==> src/rtl/uart_csr_pkg.sv <==
package uart_csr_pkg;
  localparam int BUS_W  = 32;
  localparam int OFS_W  = 12;
  localparam int WIDX_W = OFS_W - 2;

  localparam logic [WIDX_W-1:0] WI_DATA  = WIDX_W'(0);
  localparam logic [WIDX_W-1:0] WI_FLAG  = WIDX_W'(6);
  localparam logic [WIDX_W-1:0] WI_LPDIV = WIDX_W'(8);
  localparam logic [WIDX_W-1:0] WI_IBAUD = WIDX_W'(9);
  localparam logic [WIDX_W-1:0] WI_FBAUD = WIDX_W'(10);
  localparam logic [WIDX_W-1:0] WI_LINE  = WIDX_W'(11);
  localparam logic [WIDX_W-1:0] WI_CTRL  = WIDX_W'(12);
  localparam logic [WIDX_W-1:0] WI_LSEL  = WIDX_W'(13);
  localparam logic [WIDX_W-1:0] WI_MASK  = WIDX_W'(14);
  localparam logic [WIDX_W-1:0] WI_RAW   = WIDX_W'(15);
  localparam logic [WIDX_W-1:0] WI_MIS   = WIDX_W'(16);
  localparam logic [WIDX_W-1:0] WI_CLR   = WIDX_W'(17);
  localparam logic [WIDX_W-1:0] WI_DMA   = WIDX_W'(18);

  localparam int LPDIV_W = 8;
  localparam int IBAUD_W = 16;
  localparam int FBAUD_W = 6;
  localparam int LINE_W  = 8;
  localparam int CTRL_W  = 16;
  localparam int LSEL_W  = 6;
  localparam int IRQ_W   = 11;
  localparam int DMA_W   = 3;
  localparam int CHAR_W  = 8;
  localparam int TRIG_W  = 6;

  localparam int RX_BIT      = 4;
  localparam int TX_BIT      = 5;
  localparam int FIFO_EN_BIT = 4;

  localparam int FL_RXE = 4;
  localparam int FL_TXF = 5;
  localparam int FL_RXF = 6;
  localparam int FL_TXE = 7;

  function automatic logic [7:0] ident_byte(input logic [2:0] k);
    logic [7:0] b;
    case (k)
      3'd0:    b = 8'h11;
      3'd1:    b = 8'h10;
      3'd2:    b = 8'h14;
      3'd3:    b = 8'h00;
      3'd4:    b = 8'h0D;
      3'd5:    b = 8'hF0;
      3'd6:    b = 8'h05;
      default: b = 8'hB1;
    endcase
    return b;
  endfunction
endpackage

==> src/rtl/uart_csr_trigger.sv <==
module uart_csr_trigger
  import uart_csr_pkg::*;
(
  input  logic [LINE_W-1:0] line_cfg,
  input  logic [LSEL_W-1:0] level_sel,
  output logic [TRIG_W-1:0] trig
);
  logic [TRIG_W-1:0] scaled;

  // the select field picks a multiple of four entries
  assign scaled = TRIG_W'({level_sel[LSEL_W-1:LSEL_W-3], 2'b00});

  always_comb begin
    if (!line_cfg[FIFO_EN_BIT] || scaled == '0) trig = TRIG_W'(1);
    else                                        trig = scaled;
  end
endmodule

==> src/rtl/uart_csr_irq.sv <==
module uart_csr_irq
  import uart_csr_pkg::*;
#(
  parameter int LVL_W = 5
) (
  input  logic              clk,
  input  logic              rst_n,
  input  logic              set_tx,
  input  logic [LVL_W-1:0]  rx_level,
  input  logic [TRIG_W-1:0] trig,
  input  logic              mask_we,
  input  logic              clr_we,
  input  logic [IRQ_W-1:0]  wbits,
  output logic [IRQ_W-1:0]  raw,
  output logic [IRQ_W-1:0]  mask,
  output logic              irq
);
  logic [LVL_W-1:0]  prev_level;
  logic [TRIG_W-1:0] lvl_ext;
  logic              rx_up, rx_down;
  logic [IRQ_W-1:0]  raw_n;

  assign lvl_ext = TRIG_W'(rx_level);
  assign rx_up   = (rx_level > prev_level) && (lvl_ext == trig);
  assign rx_down = (rx_level < prev_level) && (lvl_ext == trig - TRIG_W'(1));

  always_comb begin
    raw_n = raw;
    if (clr_we)  raw_n = raw_n & ~wbits;
    if (rx_down) raw_n[RX_BIT] = 1'b0;
    // events of this cycle win over a clear of the same cycle
    if (rx_up)   raw_n[RX_BIT] = 1'b1;
    if (set_tx)  raw_n[TX_BIT] = 1'b1;
  end

  always_ff @(posedge clk or negedge rst_n) begin
    if (!rst_n) begin
      raw        <= '0;
      mask       <= '0;
      prev_level <= '0;
    end else begin
      raw        <= raw_n;
      prev_level <= rx_level;
      if (mask_we) mask <= wbits;
    end
  end

  assign irq = |(raw & mask);

  a_r5_tx_raise: assert property (@(posedge clk) disable iff (!rst_n)
    set_tx |=> raw[TX_BIT]);

  a_r9_rx_raise: assert property (@(posedge clk) disable iff (!rst_n)
    rx_up |=> raw[RX_BIT]);

  a_r12_clear: assert property (@(posedge clk) disable iff (!rst_n)
    (clr_we && !set_tx && !rx_up) |=> ((raw & $past(wbits)) == '0));
endmodule

==> src/rtl/uart_csr_txport.sv <==
module uart_csr_txport
  import uart_csr_pkg::*;
(
  input  logic              clk,
  input  logic              rst_n,
  input  logic              load,
  input  logic [CHAR_W-1:0] load_char,
  output logic              tx_valid,
  input  logic              tx_ready,
  output logic [CHAR_W-1:0] tx_data,
  output logic              waiting
);
  logic take;

  // a new byte is taken only when the slot is free or being emptied now
  assign take    = load && (!tx_valid || tx_ready);
  assign waiting = tx_valid;

  always_ff @(posedge clk or negedge rst_n) begin
    if (!rst_n) begin
      tx_valid <= 1'b0;
      tx_data  <= '0;
    end else if (take) begin
      tx_valid <= 1'b1;
      tx_data  <= load_char;
    end else if (tx_ready) begin
      tx_valid <= 1'b0;
    end
  end

  a_r5_hold_valid: assert property (@(posedge clk) disable iff (!rst_n)
    (tx_valid && !tx_ready) |=> (tx_valid && $stable(tx_data)));
endmodule

==> src/rtl/uart_csr.sv <==
module uart_csr
  import uart_csr_pkg::*;
#(
  parameter int DEPTH = 16,
  localparam int LVL_W = $clog2(DEPTH + 1)
) (
  input  logic              clk,
  input  logic              rst_n,
  input  logic              bus_sel,
  input  logic              bus_wr,
  input  logic [OFS_W-1:0]  bus_addr,
  input  logic [BUS_W-1:0]  bus_wdata,
  output logic [BUS_W-1:0]  bus_rdata,
  output logic              tx_valid,
  input  logic              tx_ready,
  output logic [CHAR_W-1:0] tx_data,
  input  logic              tx_fifo_empty,
  input  logic              tx_fifo_full,
  input  logic [CHAR_W-1:0] rx_head,
  input  logic [LVL_W-1:0]  rx_level,
  output logic              rx_pop,
  output logic              irq
);
  logic [WIDX_W-1:0]  widx;
  logic               wr_en, rd_en, in_ident;
  logic [LPDIV_W-1:0] lpdiv_q;
  logic [IBAUD_W-1:0] ibaud_q;
  logic [FBAUD_W-1:0] fbaud_q;
  logic [LINE_W-1:0]  line_q;
  logic [CTRL_W-1:0]  ctrl_q;
  logic [LSEL_W-1:0]  lsel_q;
  logic [DMA_W-1:0]   dma_q;
  logic [TRIG_W-1:0]  trig;
  logic [IRQ_W-1:0]   raw, mask;
  logic               tx_waiting, rx_full_flag;
  logic [7:0]         flags;
  logic               unused_bits;

  assign widx     = bus_addr[OFS_W-1:2];
  assign wr_en    = bus_sel && bus_wr;
  assign rd_en    = bus_sel && !bus_wr;
  assign in_ident = (bus_addr[OFS_W-1:5] == '1);
  assign unused_bits = ^{bus_wdata[BUS_W-1:CTRL_W], bus_addr[1:0]};

  always_ff @(posedge clk or negedge rst_n) begin
    if (!rst_n) begin
      lpdiv_q <= '0;
      ibaud_q <= '0;
      fbaud_q <= '0;
      line_q  <= '0;
      ctrl_q  <= '0;
      lsel_q  <= '0;
      dma_q   <= '0;
    end else if (wr_en) begin
      case (widx)
        WI_LPDIV: lpdiv_q <= bus_wdata[LPDIV_W-1:0];
        WI_IBAUD: ibaud_q <= bus_wdata[IBAUD_W-1:0];
        WI_FBAUD: fbaud_q <= bus_wdata[FBAUD_W-1:0];
        WI_LINE:  line_q  <= bus_wdata[LINE_W-1:0];
        WI_CTRL:  ctrl_q  <= bus_wdata[CTRL_W-1:0];
        WI_LSEL:  lsel_q  <= bus_wdata[LSEL_W-1:0];
        WI_DMA:   dma_q   <= bus_wdata[DMA_W-1:0];
        default: ;
      endcase
    end
  end

  uart_csr_trigger u_trig (
    .line_cfg  (line_q),
    .level_sel (lsel_q),
    .trig      (trig)
  );

  uart_csr_irq #(.LVL_W(LVL_W)) u_irq (
    .clk      (clk),
    .rst_n    (rst_n),
    .set_tx   (wr_en && widx == WI_DATA),
    .rx_level (rx_level),
    .trig     (trig),
    .mask_we  (wr_en && widx == WI_MASK),
    .clr_we   (wr_en && widx == WI_CLR),
    .wbits    (bus_wdata[IRQ_W-1:0]),
    .raw      (raw),
    .mask     (mask),
    .irq      (irq)
  );

  uart_csr_txport u_tx (
    .clk       (clk),
    .rst_n     (rst_n),
    .load      (wr_en && widx == WI_DATA),
    .load_char (bus_wdata[CHAR_W-1:0]),
    .tx_valid  (tx_valid),
    .tx_ready  (tx_ready),
    .tx_data   (tx_data),
    .waiting   (tx_waiting)
  );

  assign rx_full_flag = line_q[FIFO_EN_BIT] ? (rx_level == LVL_W'(DEPTH))
                                            : (rx_level != '0);

  always_comb begin
    flags         = '0;
    flags[FL_TXE] = tx_fifo_empty && !tx_waiting;
    flags[FL_RXF] = rx_full_flag;
    flags[FL_TXF] = tx_fifo_full || tx_waiting;
    flags[FL_RXE] = (rx_level == '0);
  end

  assign rx_pop = rd_en && (widx == WI_DATA) && (rx_level != '0);

  always_comb begin
    bus_rdata = '0;
    if (in_ident) begin
      bus_rdata[7:0] = ident_byte(bus_addr[4:2]);
    end else begin
      case (widx)
        WI_DATA:  bus_rdata[CHAR_W-1:0]  = rx_head;
        WI_FLAG:  bus_rdata[7:0]         = flags;
        WI_LPDIV: bus_rdata[LPDIV_W-1:0] = lpdiv_q;
        WI_IBAUD: bus_rdata[IBAUD_W-1:0] = ibaud_q;
        WI_FBAUD: bus_rdata[FBAUD_W-1:0] = fbaud_q;
        WI_LINE:  bus_rdata[LINE_W-1:0]  = line_q;
        WI_CTRL:  bus_rdata[CTRL_W-1:0]  = ctrl_q;
        WI_LSEL:  bus_rdata[LSEL_W-1:0]  = lsel_q;
        WI_MASK:  bus_rdata[IRQ_W-1:0]   = mask;
        WI_RAW:   bus_rdata[IRQ_W-1:0]   = raw;
        WI_MIS:   bus_rdata[IRQ_W-1:0]   = raw & mask;
        WI_DMA:   bus_rdata[DMA_W-1:0]   = dma_q;
        default: ;
      endcase
    end
  end

  a_r11_mis_irq: assert property (@(posedge clk) disable iff (!rst_n)
    (rd_en && !in_ident && widx == WI_MIS) |-> ((bus_rdata != '0) == irq));
endmodule

==> config.mk <==
export PLATFORM = sky130hd
export DESIGN_NAME = uart_csr
export DESIGN_NICKNAME = d
export VERILOG_FILES = /design/src/rtl/uart_csr_pkg.sv /design/src/rtl/uart_csr_trigger.sv /design/src/rtl/uart_csr_irq.sv /design/src/rtl/uart_csr_txport.sv /design/src/rtl/uart_csr.sv
export SDC_FILE = /design/constraint.sdc
export NUM_CORES = 1
export LEC_CHECK = 0
export BUFFER_PORTS_ARGS = -buffer_cell sky130_fd_sc_hd__buf_2
export CAP_MARGIN = 10
export CORE_ASPECT_RATIO = 0.9
export CORE_MARGIN = 4
export CORE_UTILIZATION = 56
export DETAILED_ROUTE_END_ITERATION = 6
export GPL_ROUTABILITY_DRIVEN = 0
export GPL_TIMING_DRIVEN = 0
export PLACE_DENSITY_LB_ADDON = 0.3
export SLEW_MARGIN = 0
export SYNTH_ARGS = -nofsm -noshare
export SYNTH_HDL_FRONTEND = slang
export SYNTH_HIERARCHICAL = 1
export SYNTH_SLANG_ARGS = --single-unit
==> constraint.sdc <==
create_clock -name clk -period 2.8 [get_ports clk]
set_input_delay 0.42 -clock clk [delete_from_list [all_inputs] [get_ports clk]]
set_output_delay 0.42 -clock clk [all_outputs]
set_load 0.02 [all_outputs]
==> results.rst, run 1 <==
.. list-table::
   :header-rows: 1

   * - Metric
     - Value
   * - Final hold slack
     - 0.0274 ns
   * - Power Density
     - 407 mW/mm^2
   * - Number of violations reported at the end of detailed-routing iteration 0
     - 663
   * - Chip Width
     - 113 um
   * - Async set or reset register ratio after synthesis
     - 1.00
   * - Most frequent cells after synthesis
     - 99 x dfrtp_1, 80 x mux2_2, 21 x buf_4
   * - Critical path class
     - input port to output port
   * - Clock group share of total power
     - 0.339
   * - Path class of the lowest-slack min-delay path
     - input port to asynchronous set/reset pin
   * - Internal power component
     - 1.91 mW
   * - Number of primary I/O pins
     - 107
   * - Die height
     - 102 um
   * - Clock Sink Count
     - 99
   * - Highest attainable clock frequency
     - 361 MHz
   * - Post-layout minimum cycle time
     - 2.77 ns
   * - Post-Syn Area
     - 0.00554 mm^2
   * - Biggest fanout along the worst timing path
     - 10
   * - Clock tree skew after final layout
     - 0.0115 ns
   * - Final number of max-transition violations
     - 0
   * - Total length of routed wires
     - 15.1 mm
   * - Detail Route Antenna Nets
     - 0
   * - Share of synthesized area occupied by flip-flops and latches
     - 0.447
   * - Average via count per standard cell
     - 6.29
   * - Post-detail-place hpwl
     - 10.8 mm
   * - Signed area change from the synthesized netlist to the final layout
     - 16.5%
   * - Synth Instances
     - 473
   * - Buffer depth of the longest clock path
     - 2
   * - Effective utilization at floorplan
     - 0.574
   * - Gr ovfl total
     - 0
   * - Final design utilization
     - 0.669
   * - Clock-pin slew reported for the worst setup and hold paths after clock tree synthesis
     - 0.09 ns
   * - Reported leakage power
     - 3.18 nW
   * - Yosys warning count
     - 6
   * - Type of element capturing the critical path
     - output port
   * - Die Area
     - 0.0116 mm^2
   * - Worst Setup Slack post-DPL
     - -0.397 ns
   * - Kind of start point of the critical path
     - input port
   * - Mean area per synthesized cell
     - 11.7 um^2
   * - Global-route total usage across every layer
     - 0.263
   * - Core box area
     - 0.00966 mm^2
   * - Std cell rows
     - 34
   * - Outcome
     - complete, no violations
   * - Number of H-tree branching levels
     - 3
   * - Clock root buffer
     - clkbuf_8
   * - Number of synthesized flops with an enable pin
     - 0
   * - Transition time of the tightest slew-check pin
     - 1.09 ns
   * - Number of buffers added on ports
     - 69
   * - Largest net degree at the start of global routing
     - 57
   * - Relative slew margins
     - 0.261
   * - Cells taking the most area after synthesis
     - dfrtp_1 45%, mux2_2 16%, buf_4 2.8%
   * - Synth Register Bits
     - 99
   * - CTS Buf Count
     - 9
   * - WP data arrival
     - 2.35 ns
   * - Diodes inserted
     - 0
   * - # fillers
     - 732
   * - Count of final hold-check violations
     - 0
   * - Wire length per cell after detailed routing
     - 21.5 um
   * - Worst voltage drop across the vdd grid
     - 0.000377 V
   * - DRT Pass-1 Iters
     - 7
   * - Cell variety after synth
     - 67
   * - Total Nets Final
     - 642
   * - Switching share of power
     - 0.272
   * - Switching pwr
     - 716 uW
   * - Critical Path RT
     - 2.38 ns
   * - Vias in the first global route
     - 4316
   * - Via count of the routed design
     - 4413
   * - Clock latency of the later-clocked register in the worst-skew pair
     - 0.39 ns
   * - Least setup slack across all paths after layout
     - 0.0284 ns
   * - Top cell type's share of synthesized area
     - 0.447
   * - Post-synthesis cell type with the largest combined area
     - dfrtp_1
   * - Final critical-path share of the clock period
     - 0.990
   * - Remaining design rule violation count
     - 0
   * - Register share of total power
     - 0.551
   * - # setup viols final
     - 0
   * - Count leader, synth
     - dfrtp_1
   * - Share of post-route cells with drive strength above 1
     - 0.429
   * - CTS tree
     - yes
   * - First-pass GRT wire length
     - 23.4 mm
   * - Max-cap viol count
     - 0
   * - Initial antenna violation count
     - 0
   * - Prevailing post-synth register cell
     - dfrtp_1
   * - Combinational share of power
     - 0.110
[per-layer routing]
metal | share of wire | GRT usage | up-vias
li1 | - | - | 1949
met1 | 0.40 | 0.351 | 2145
met2 | 0.46 | 0.419 | 251
met3 | 0.095 | 0.0728 | 66
met4 | 0.036 | 0.0915 | 2
met5 | 0.0021 | 0 | -
[final cells by class]
cell class / count / area, um^2 / share of cell area
Buffer: 41 / 279 / 0.0432
Clock buffer: 11 / 151 / 0.0234
Clock inverter: 4 / 33.8 / 0.00523
Inverter: 14 / 52.6 / 0.00814
Multi-Input combinational cell: 335 / 2910 / 0.450
Sequential cell: 99 / 2480 / 0.384
Tap cell: 126 / 158 / 0.0244
Timing Repair Buffer: 72 / 398 / 0.0616
[flip-flops by register name (all words and copies together) (netlist names)]
register and flops:
u_irq/mask 11, lpdiv_q 8, dma_q 3, u_irq/prev_level 5, u_tx/tx_data 8, u_irq/raw 11, u_tx/tx_valid 1, lsel_q 6
fbaud_q 6, line_q 8, ibaud_q 16, ctrl_q 16
[power by group through the flow]
| stage | logic (mW) | clock network [mW] | registers, mW |
|---|---|---|---|
| detailed placement | 0.273 | 0 | 1.48 |
| global placement | 0.261 | 0 | 1.48 |
| global route | 0.312 | 0.963 | 1.45 |
| floorplan | 0.147 | 0 | 1.48 |
| finish | 0.289 | 0.892 | 1.45 |
| CTS | 0.279 | 0.896 | 1.45 |
[critical path: stages]
cell	delay, ns
buf_2	0.12
or4_1	0.51
buf_4	0.19
buf_6	0.16
buf_4	0.19
nor3_1	0.32
a32oi_1	0.11
o211ai_1	0.12
buf_2	0.20
[metrics by stage]
stage	cell area, um^2	setup TNS [ns]	power (mW)	cells
detailed placement	6140	-9.15	1.75	685
floorplan	5610	0	1.62	489
global placement	6110	-9.01	1.74	684
global route	6460	-0.000280	2.73	702
finish	6460	0	2.63	702
CTS	6390	-0.00221	2.62	700
[cell families (layout without fill, tap and decap cells)]
group / count (synthesis) / in the layout / share of synthesized area
compound gates: 75 / 75 / 0.101
buf+inv: 55 / 142 / 0.0555
fa+ha+maj: 6 / 6 / 0.0135
xor+xnor: 10 / 10 / 0.0158
flops: 99 / 99 / 0.447
simple gates: 125 / 125 / 0.152
mux: 101 / 101 / 0.214
other cells: 2 / 18 / 0.00135
[placed cells by master (no fill, tap or decap), types with 5 or more instances in the layout]
master / netlist / layout
dfrtp_1: 99 / 99
mux2_2: 80 / 80
buf_2: 6 / 70
buf_4: 21 / 28
nand2_1: 18 / 18
conb_1: 2 / 18
inv_1: 13 / 13
nor2_1: 13 / 12
nand3_1: 12 / 11
a21oi_1: 11 / 11
a22o_1: 11 / 11
clkbuf_8: 0 / 11
a21boi_0: 11 / 11
mux2i_1: 10 / 10
nor4_1: 13 / 10
mux2_4: 8 / 8
nand4_1: 7 / 7
a22oi_1: 7 / 7
nor3_1: 10 / 7
nor4_4: 4 / 6
o21ai_0: 7 / 6
ha_1: 6 / 6
clkbuf_2: 0 / 5
and2_1: 5 / 5
and3_1: 5 / 5
xnor2_1: 5 / 5
xor2_1: 5 / 5
[final timing paths]
check / startpoint / endpoint / slack (ns) / depth (start not counted)
max: bus_addr[6] / bus_rdata[7] / 0.03 / 9
min: rst_n / u_irq/prev_level[1] / 0.03 / 1
max reg2reg: lsel_q[4] / u_irq/raw[4] / 0.66 / 7
min reg2reg: line_q[2] / line_q[2] / 0.51 / 1
max in group asynchronous: rst_n / lpdiv_q[1] / 2.11 / 2
min in group clk: rx_level[2] / u_irq/prev_level[2] / 0.21 / 1
[timing repair]
action,in CTS,in global routing
setup buffers,0,2
gates resized for setup,15,19
pin swaps,1,3
hold buffers,0,0
endpoints found under the setup margin,18,20
(Power assumes the default switching activity.)
==> run 2, diff against run 1 <==
==> constraint.sdc (replaced) <==
create_clock -name clk -period 2.8 [get_ports clk]
set_input_delay 0.28 -clock clk [delete_from_list [all_inputs] [get_ports clk]]
set_output_delay 0.28 -clock clk [all_outputs]
set_load 0.02 [all_outputs]
==> results.rst, run 2 (synthesis results as in run 1) <==
.. list-table::
   :header-rows: 1

   * - Metric
     - Value
   * - Remaining design rule violation count
     - 0 (unchanged)
   * - Diodes inserted
     - 0 (unchanged)
   * - Share of post-route cells with drive strength above 1
     - 0.405 (was 0.429)
   * - Core box area
     - 0.00966 mm^2 (unchanged)
   * - Final Total Pwr
     - 2.79 mW (was 2.63 mW)
   * - CTS tree
     - yes (unchanged)
   * - Max-cap viol count
     - 0 (unchanged)
   * - CTS Buf Count
     - 9 (unchanged)
   * - Post-detail-place hpwl
     - 10.6 mm (was 10.8 mm)
   * - Total length of routed wires
     - 14.8 mm (was 15.1 mm)
   * - Critical path class
     - input port to output port (unchanged)
   * - Register share of total power
     - 0.520 (was 0.551)
   * - Clock latency of the later-clocked register in the worst-skew pair
     - 0.38 ns (was 0.39 ns)
   * - Clock group share of total power
     - 0.380 (was 0.339)
   * - Internal power component
     - 2.08 mW (was 1.91 mW)
   * - Clock Sink Count
     - 99 (unchanged)
   * - Final number of max-transition violations
     - 0 (unchanged)
   * - Relative slew margins
     - 0.294 (was 0.261)
   * - Signed area change from the synthesized netlist to the final layout
     - 15.6% (was 16.5%)
   * - Top library cells by usage in the layout, fill and taps aside
     - 99 x dfrtp_1, 80 x mux2_2, 74 x buf_2 (was 99 x dfrtp_1, 80 x mux2_2, 70 x buf_2)
   * - Number of H-tree branching levels
     - 3 (unchanged)
   * - Buffer depth of the longest clock path
     - 2 (unchanged)
   * - Switching share of power
     - 0.256 (was 0.272)
   * - Clock-pin slew reported for the worst setup and hold paths after clock tree synthesis
     - 0.09 ns (about the same)
   * - Highest attainable clock frequency
     - 371 MHz (was 361 MHz)
   * - Effective utilization at floorplan
     - 0.574 (unchanged)
   * - Wire length per cell after detailed routing
     - 21.1 um (was 21.5 um)
   * - Number of buffers added on ports
     - 69 (unchanged)
   * - Reported leakage power
     - 3.14 nW (was 3.18 nW)
   * - Path class of the lowest-slack min-delay path
     - input port to flop (was input port to asynchronous set/reset pin)
   * - Total Nets Final
     - 641 (was 642)
   * - First-pass GRT wire length
     - 22.9 mm (was 23.4 mm)
   * - Worst Setup Slack post-DPL
     - -0.345 ns (was -0.397 ns)
   * - Combinational share of power
     - 0.101 (was 0.110)
   * - Least setup slack across all paths after layout
     - 0.105 ns (was 0.0284 ns)
   * - Worst voltage drop across the vdd grid
     - 0.000451 V (was 0.000377 V)
   * - Gr ovfl total
     - 0 (unchanged)
   * - Switching pwr
     - 713 uW (was 716 uW)
   * - Biggest fanout along the worst timing path
     - 10 (unchanged)
   * - Critical Path RT
     - 2.52 ns (was 2.38 ns)
   * - Largest net degree at the start of global routing
     - 55 (was 57)
   * - Final hold slack
     - 0.0747 ns (was 0.0274 ns)
   * - Registers with the most flip-flops
     - ctrl_q: 16 flops, ibaud_q: 16 flops (unchanged)
   * - Outcome
     - complete, no violations (unchanged)
   * - Final critical-path share of the clock period
     - 0.963 (was 0.990)
   * - Number of primary I/O pins
     - 107 (unchanged)
   * - Type of element capturing the critical path
     - output port (unchanged)
   * - Count of final hold-check violations
     - 0 (unchanged)
   * - Post-layout minimum cycle time
     - 2.70 ns (was 2.77 ns)
   * - Most common cell after layout, fill and taps aside
     - dfrtp_1 (unchanged)
   * - Die Area
     - 0.0116 mm^2 (unchanged)
   * - Power Density
     - 435 mW/mm^2 (was 407 mW/mm^2)
   * - Global-route total usage across every layer
     - 0.261 (was 0.263)
   * - Transition time of the tightest slew-check pin
     - 1.04 ns (was 1.09 ns)
   * - Average via count per standard cell
     - 6.25 (was 6.29)
   * - Detail Route Antenna Nets
     - 0 (unchanged)
   * - TNS Setup
     - 0 ns (unchanged)
   * - WP data arrival
     - 2.42 ns (was 2.35 ns)
   * - Die height
     - 102 um (unchanged)
   * - Unrepaired setup endpoints after global routing
     - false
   * - Chip Width
     - 113 um (unchanged)
   * - DRT Pass-1 Iters
     - 5 (was 7)
   * - Clock root buffer
     - clkbuf_8 (unchanged)
   * - Kind of start point of the critical path
     - input port (unchanged)
   * - # setup viols final
     - 0 (unchanged)
   * - Initial antenna violation count
     - 0 (unchanged)
   * - Via count of the routed design
     - 4388 (was 4413)
   * - Std cell rows
     - 34 (unchanged)
   * - Final design utilization
     - 0.664 (was 0.669)
   * - Number of violations reported at the end of detailed-routing iteration 0
     - 378 (was 663)
   * - Vias in the first global route
     - 4257 (was 4316)
   * - Clock tree skew after final layout
     - 0.00921 ns (was 0.0115 ns)
[run 2: worst paths after layout]
| kind | start | end | slack [ns] | cells after the start |
|---|---|---|---|---|
| min reg2reg | ibaud_q[9] | ibaud_q[9] | 0.51 | 1 |
| max reg2reg | lsel_q[3] | u_irq/raw[4] | 0.73 | 7 |
| min | rx_level[0] | u_irq/prev_level[0] | 0.07 | 1 |
| max in group asynchronous | rst_n | line_q[3] | 1.69 | 3 |
| min in group asynchronous | rst_n | ctrl_q[3] | 0.45 | 2 |
| max | bus_addr[6] | rx_pop | 0.10 | 9 |
[run 2: power by group through the flow]
stage	Combinational [mW]	Clock [mW]	Sequential, mW
after global routing	0.306	1.13	1.45
after global placement	0.260	0	1.48
after detailed placement	0.273	0	1.48
after floorplan	0.147	0	1.48
after CTS	0.275	1.08	1.45
final	0.281	1.06	1.45
[run 2: routing by layer]
metal / vias up / track usage / share of wire / wire, um
met1: 2164 / 0.353 / 0.41 / 6070
met2: 245 / 0.413 / 0.46 / 6820
met4: 0 / 0.0970 / 0.031 / 455
met5: - / 0 / 0 / 0
li1: 1933 / - / - / -
met3: 46 / 0.0645 / 0.097 / 1440
[run 2: what timing repair did]
| item | CTS | global route |
|---|---|---|
| gates resized for setup | 0 | 8 |
| hold buffers | 1 | 0 |
| setup endpoints to repair | 0 | 20 |
| buffers inserted | 0 | 0 |
| endpoints found under the hold margin | 45 | 0 |
[run 2: metrics by stage]
| step | cell area (um^2) | instances |
|---|---|---|
| after floorplan | 5600 | 489 |
| after global placement | 6110 | 684 |
| after detailed placement | 6140 | 685 |
| after CTS | 6380 | 702 |
| after global routing | 6410 | 702 |
| final | 6410 | 702 |
[run 2: cell type report]
cell class	instances	area (um^2)
plain buffers	41	259
fillers	744	3250
repair buffers	71	385
flip-flops and latches	99	2480
clock buffers	10	138
multi-input cells	335	2850
clock inverters	6	95.1
inverters	14	52.6
well taps	126	158
[run 2: worst max-delay path, cell delays in order]
cell and delay (ns):
buf_2 0.12, or4_1 0.53, buf_4 0.19, buf_2 0.20, buf_2 0.22, nor2_1 0.14, nand3_1 0.13, nor4b_1 0.36
buf_2 0.23
==> run 3, diff against run 2 <==
CORE_UTILIZATION = 58   (was 56)
CTS_BUF_LIST = sky130_fd_sc_hd__clkbuf_4 sky130_fd_sc_hd__clkbuf_8   (was not set)
==> results.rst, run 3 (synthesis results as in run 1) <==
.. list-table::
   :header-rows: 1

   * - Metric
     - Value
   * - Outcome
     - complete, no violations (unchanged)
   * - CP bufs+invs
     - 3 (was 5)
   * - Gr ovfl total
     - 0 (unchanged)
   * - Signed area change from the synthesized netlist to the final layout
     - 14.7% (was 15.6%)
   * - Buffer depth of the longest clock path
     - 2 (unchanged)
   * - Via count of the routed design
     - 4372 (was 4388)
   * - Post-layout minimum cycle time
     - 2.63 ns (was 2.70 ns)
   * - Dpl cell area
     - 0.00613 mm^2 (was 0.00614 mm^2)
   * - Initial antenna violation count
     - 0 (unchanged)
   * - Clock Sink Count
     - 99 (unchanged)
   * - Highest attainable clock frequency
     - 380 MHz (was 371 MHz)
   * - Stage delay of the slowest cell on the critical path
     - 0.72 ns (was 0.53 ns)
   * - DRT Pass-1 Iters
     - 5 (unchanged)
   * - Type of element capturing the critical path
     - output port (unchanged)
   * - Clock-pin slew reported for the worst setup and hold paths after clock tree synthesis
     - 0.09 ns (about the same)
   * - Die Area
     - 0.0112 mm^2 (was 0.0116 mm^2)
   * - Final design utilization
     - 0.691 (was 0.664)
   * - Number of violations reported at the end of detailed-routing iteration 0
     - 372 (was 378)
   * - Clock root buffer
     - clkbuf_8 (unchanged)
   * - Least setup slack across all paths after layout
     - 0.166 ns (was 0.105 ns)
   * - Effective utilization at floorplan
     - 0.602 (was 0.574)
   * - Wire length per cell after detailed routing
     - 21.2 um (was 21.1 um)
   * - Switching pwr
     - 721 uW (was 713 uW)
   * - Power Density
     - 411 mW/mm^2 (was 435 mW/mm^2)
   * - Remaining design rule violation count
     - 0 (unchanged)
   * - Count of final hold-check violations
     - 0 (unchanged)
   * - Detail Route Antenna Nets
     - 0 (unchanged)
   * - Die height
     - 101 um (was 102 um)
   * - Largest net degree at the start of global routing
     - 64 (was 55)
   * - Biggest fanout along the worst timing path
     - 10 (unchanged)
   * - Most common cell after layout, fill and taps aside
     - dfrtp_1 (unchanged)
   * - Number of H-tree branching levels
     - 3 (unchanged)
   * - Cell Chain, Critical Path
     - buf_2, buf_1, or4bb_2, nor4_1, a211oi_1, nand3_1, buf_2 (was buf_2, or4_1, buf_4, buf_2, buf_2, nor2_1, nand3_1, nor4b_1, buf_2)
   * - Number of buffers added on ports
     - 69 (unchanged)
   * - Final Cell Area
     - 0.00636 mm^2 (was 0.00641 mm^2)
   * - Final hold slack
     - 0.0653 ns (was 0.0747 ns)
   * - Critical path's most frequent cell
     - buf_2 (unchanged)
   * - Crit-path slowest cell
     - or4bb_2 (was or4_1)
   * - Unrepaired setup endpoints after global routing
     - false (unchanged)
   * - Critical path class
     - input port to output port (unchanged)
   * - Critical Path RT
     - 2.52 ns (about the same)
   * - Vias in the first global route
     - 4301 (was 4257)
   * - Kind of start point of the critical path
     - input port (unchanged)
   * - Relative slew margins
     - 0.326 (was 0.294)
   * - Worst voltage drop across the vdd grid
     - 0.000322 V (was 0.000451 V)
   * - WP data arrival
     - 2.35 ns (was 2.42 ns)
   * - Clock latency of the later-clocked register in the worst-skew pair
     - 0.38 ns (about the same)
   * - Worst Setup Slack post-DPL
     - -0.304 ns (was -0.345 ns)
   * - Reported leakage power
     - 3.12 nW (was 3.14 nW)
   * - CTS Buf Count
     - 9 (unchanged)
   * - Std cell rows
     - 33 (was 34)
   * - Global-route total usage across every layer
     - 0.268 (was 0.261)
   * - Top library cells by usage in the layout, fill and taps aside
     - 99 x dfrtp_1, 80 x mux2_2, 74 x buf_2 (unchanged)
   * - Post-detail-place hpwl
     - 10.9 mm (was 10.6 mm)
   * - Chip Width
     - 111 um (was 113 um)
   * - Average via count per standard cell
     - 6.26 (was 6.25)
   * - Total length of routed wires
     - 14.8 mm (about the same)
   * - Diodes inserted
     - 0 (unchanged)
   * - Share of post-route cells with drive strength above 1
     - 0.406 (was 0.405)
   * - Final critical-path share of the clock period
     - 0.941 (was 0.963)
   * - Clock group share of total power
     - 0.338 (was 0.380)
   * - Core box area
     - 0.00921 mm^2 (was 0.00966 mm^2)
   * - Switching share of power
     - 0.275 (was 0.256)
   * - Combinational share of power
     - 0.108 (was 0.101)
   * - Registers with the most flip-flops
     - ctrl_q: 16 flops, ibaud_q: 16 flops (unchanged)
   * - Register share of total power
     - 0.554 (was 0.520)
   * - Max-cap viol count
     - 0 (unchanged)
   * - # setup viols final
     - 0 (unchanged)
   * - Internal power component
     - 1.90 mW (was 2.08 mW)
   * - TNS Setup
     - 0 ns (unchanged)
   * - CTS tree
     - yes (unchanged)
   * - Kind of cell adding the most delay to the critical path
     - simple AND/OR/NAND/NOR gates (unchanged)
   * - Final number of max-transition violations
     - 0 (unchanged)
   * - Path class of the lowest-slack min-delay path
     - input port to flop (unchanged)
   * - Total Nets Final
     - 641 (unchanged)
   * - First-pass GRT wire length
     - 23.3 mm (was 22.9 mm)
   * - Clock tree skew after final layout
     - 0.00644 ns (was 0.00921 ns)
   * - Transition time of the tightest slew-check pin
     - 0.997 ns (was 1.04 ns)
   * - Number of primary I/O pins
     - 107 (unchanged)
-- run 3: cell count changes in the layout (fill, tap and decap cells not counted), sizes merged --
| cell | change |
|---|---|
| clkinv | +3 |
| bufinv | -2 |
| inv | +1 |
| clkinvlp | -2 |
-- run 3: area by class of cell --
type / count / area (um^2)
well taps: 122 / 153
inverters: 14 / 52.6
clock inverters: 6 / 45.0
repair buffers: 71 / 385
multi-input cells: 335 / 2850
fillers: 701 / 2850
plain buffers: 41 / 259
flip-flops and latches: 99 / 2480
clock buffers: 10 / 138
-- run 3: metrics by stage --
stage | std cells | power [mW]
6_report | 698 | 2.62
3_5_place_dp | 681 | 1.75
4_1_cts | 698 | 2.62
5_1_grt | 698 | 2.71
3_3_place_gp | 680 | 1.74
2_1_floorplan | 489 | 1.62
-- run 3: power by group through the flow --
stage / logic, mW / clock network [mW] / registers (mW)
after floorplan: 0.147 / 0 / 1.48
after global placement: 0.260 / 0 / 1.48
after detailed placement: 0.272 / 0 / 1.48
after CTS: 0.276 / 0.896 / 1.45
after global routing: 0.307 / 0.950 / 1.45
final: 0.283 / 0.884 / 1.45
-- run 3: what timing repair did --
item                                    4_1_cts  5_1_grt
endpoints found under the setup margin        2       17
pin swaps                                     0        0
setup buffers                                 0        0
gates cloned                                  0        0
hold buffers                                  1        0
endpoints found under the hold margin        36        0
gates resized for setup                       1        8
-- run 3: metal layers --
metal / global-route usage / vias up / share of wire
met5: 0 / - / 0
met4: 0.0898 / 0 / 0.030
met3: 0.0642 / 50 / 0.086
met2: 0.445 / 246 / 0.47
met1: 0.349 / 2129 / 0.41
li1: - / 1947 / -
-- run 3: worst paths after layout --
check	from	endpoint	slack [ns]	cells past startpoint
worst min register to register	ibaud_q[9]	ibaud_q[9]	0.51	1
worst min-delay path	rx_level[0]	u_irq/prev_level[0]	0.07	1
worst max-delay path	bus_addr[4]	bus_rdata[0]	0.17	7
min in group asynchronous	rst_n	u_irq/prev_level[1]	0.41	2
worst max register to register	lsel_q[4]	u_irq/raw[4]	0.74	7
max in group asynchronous	rst_n	ibaud_q[6]	1.72	3
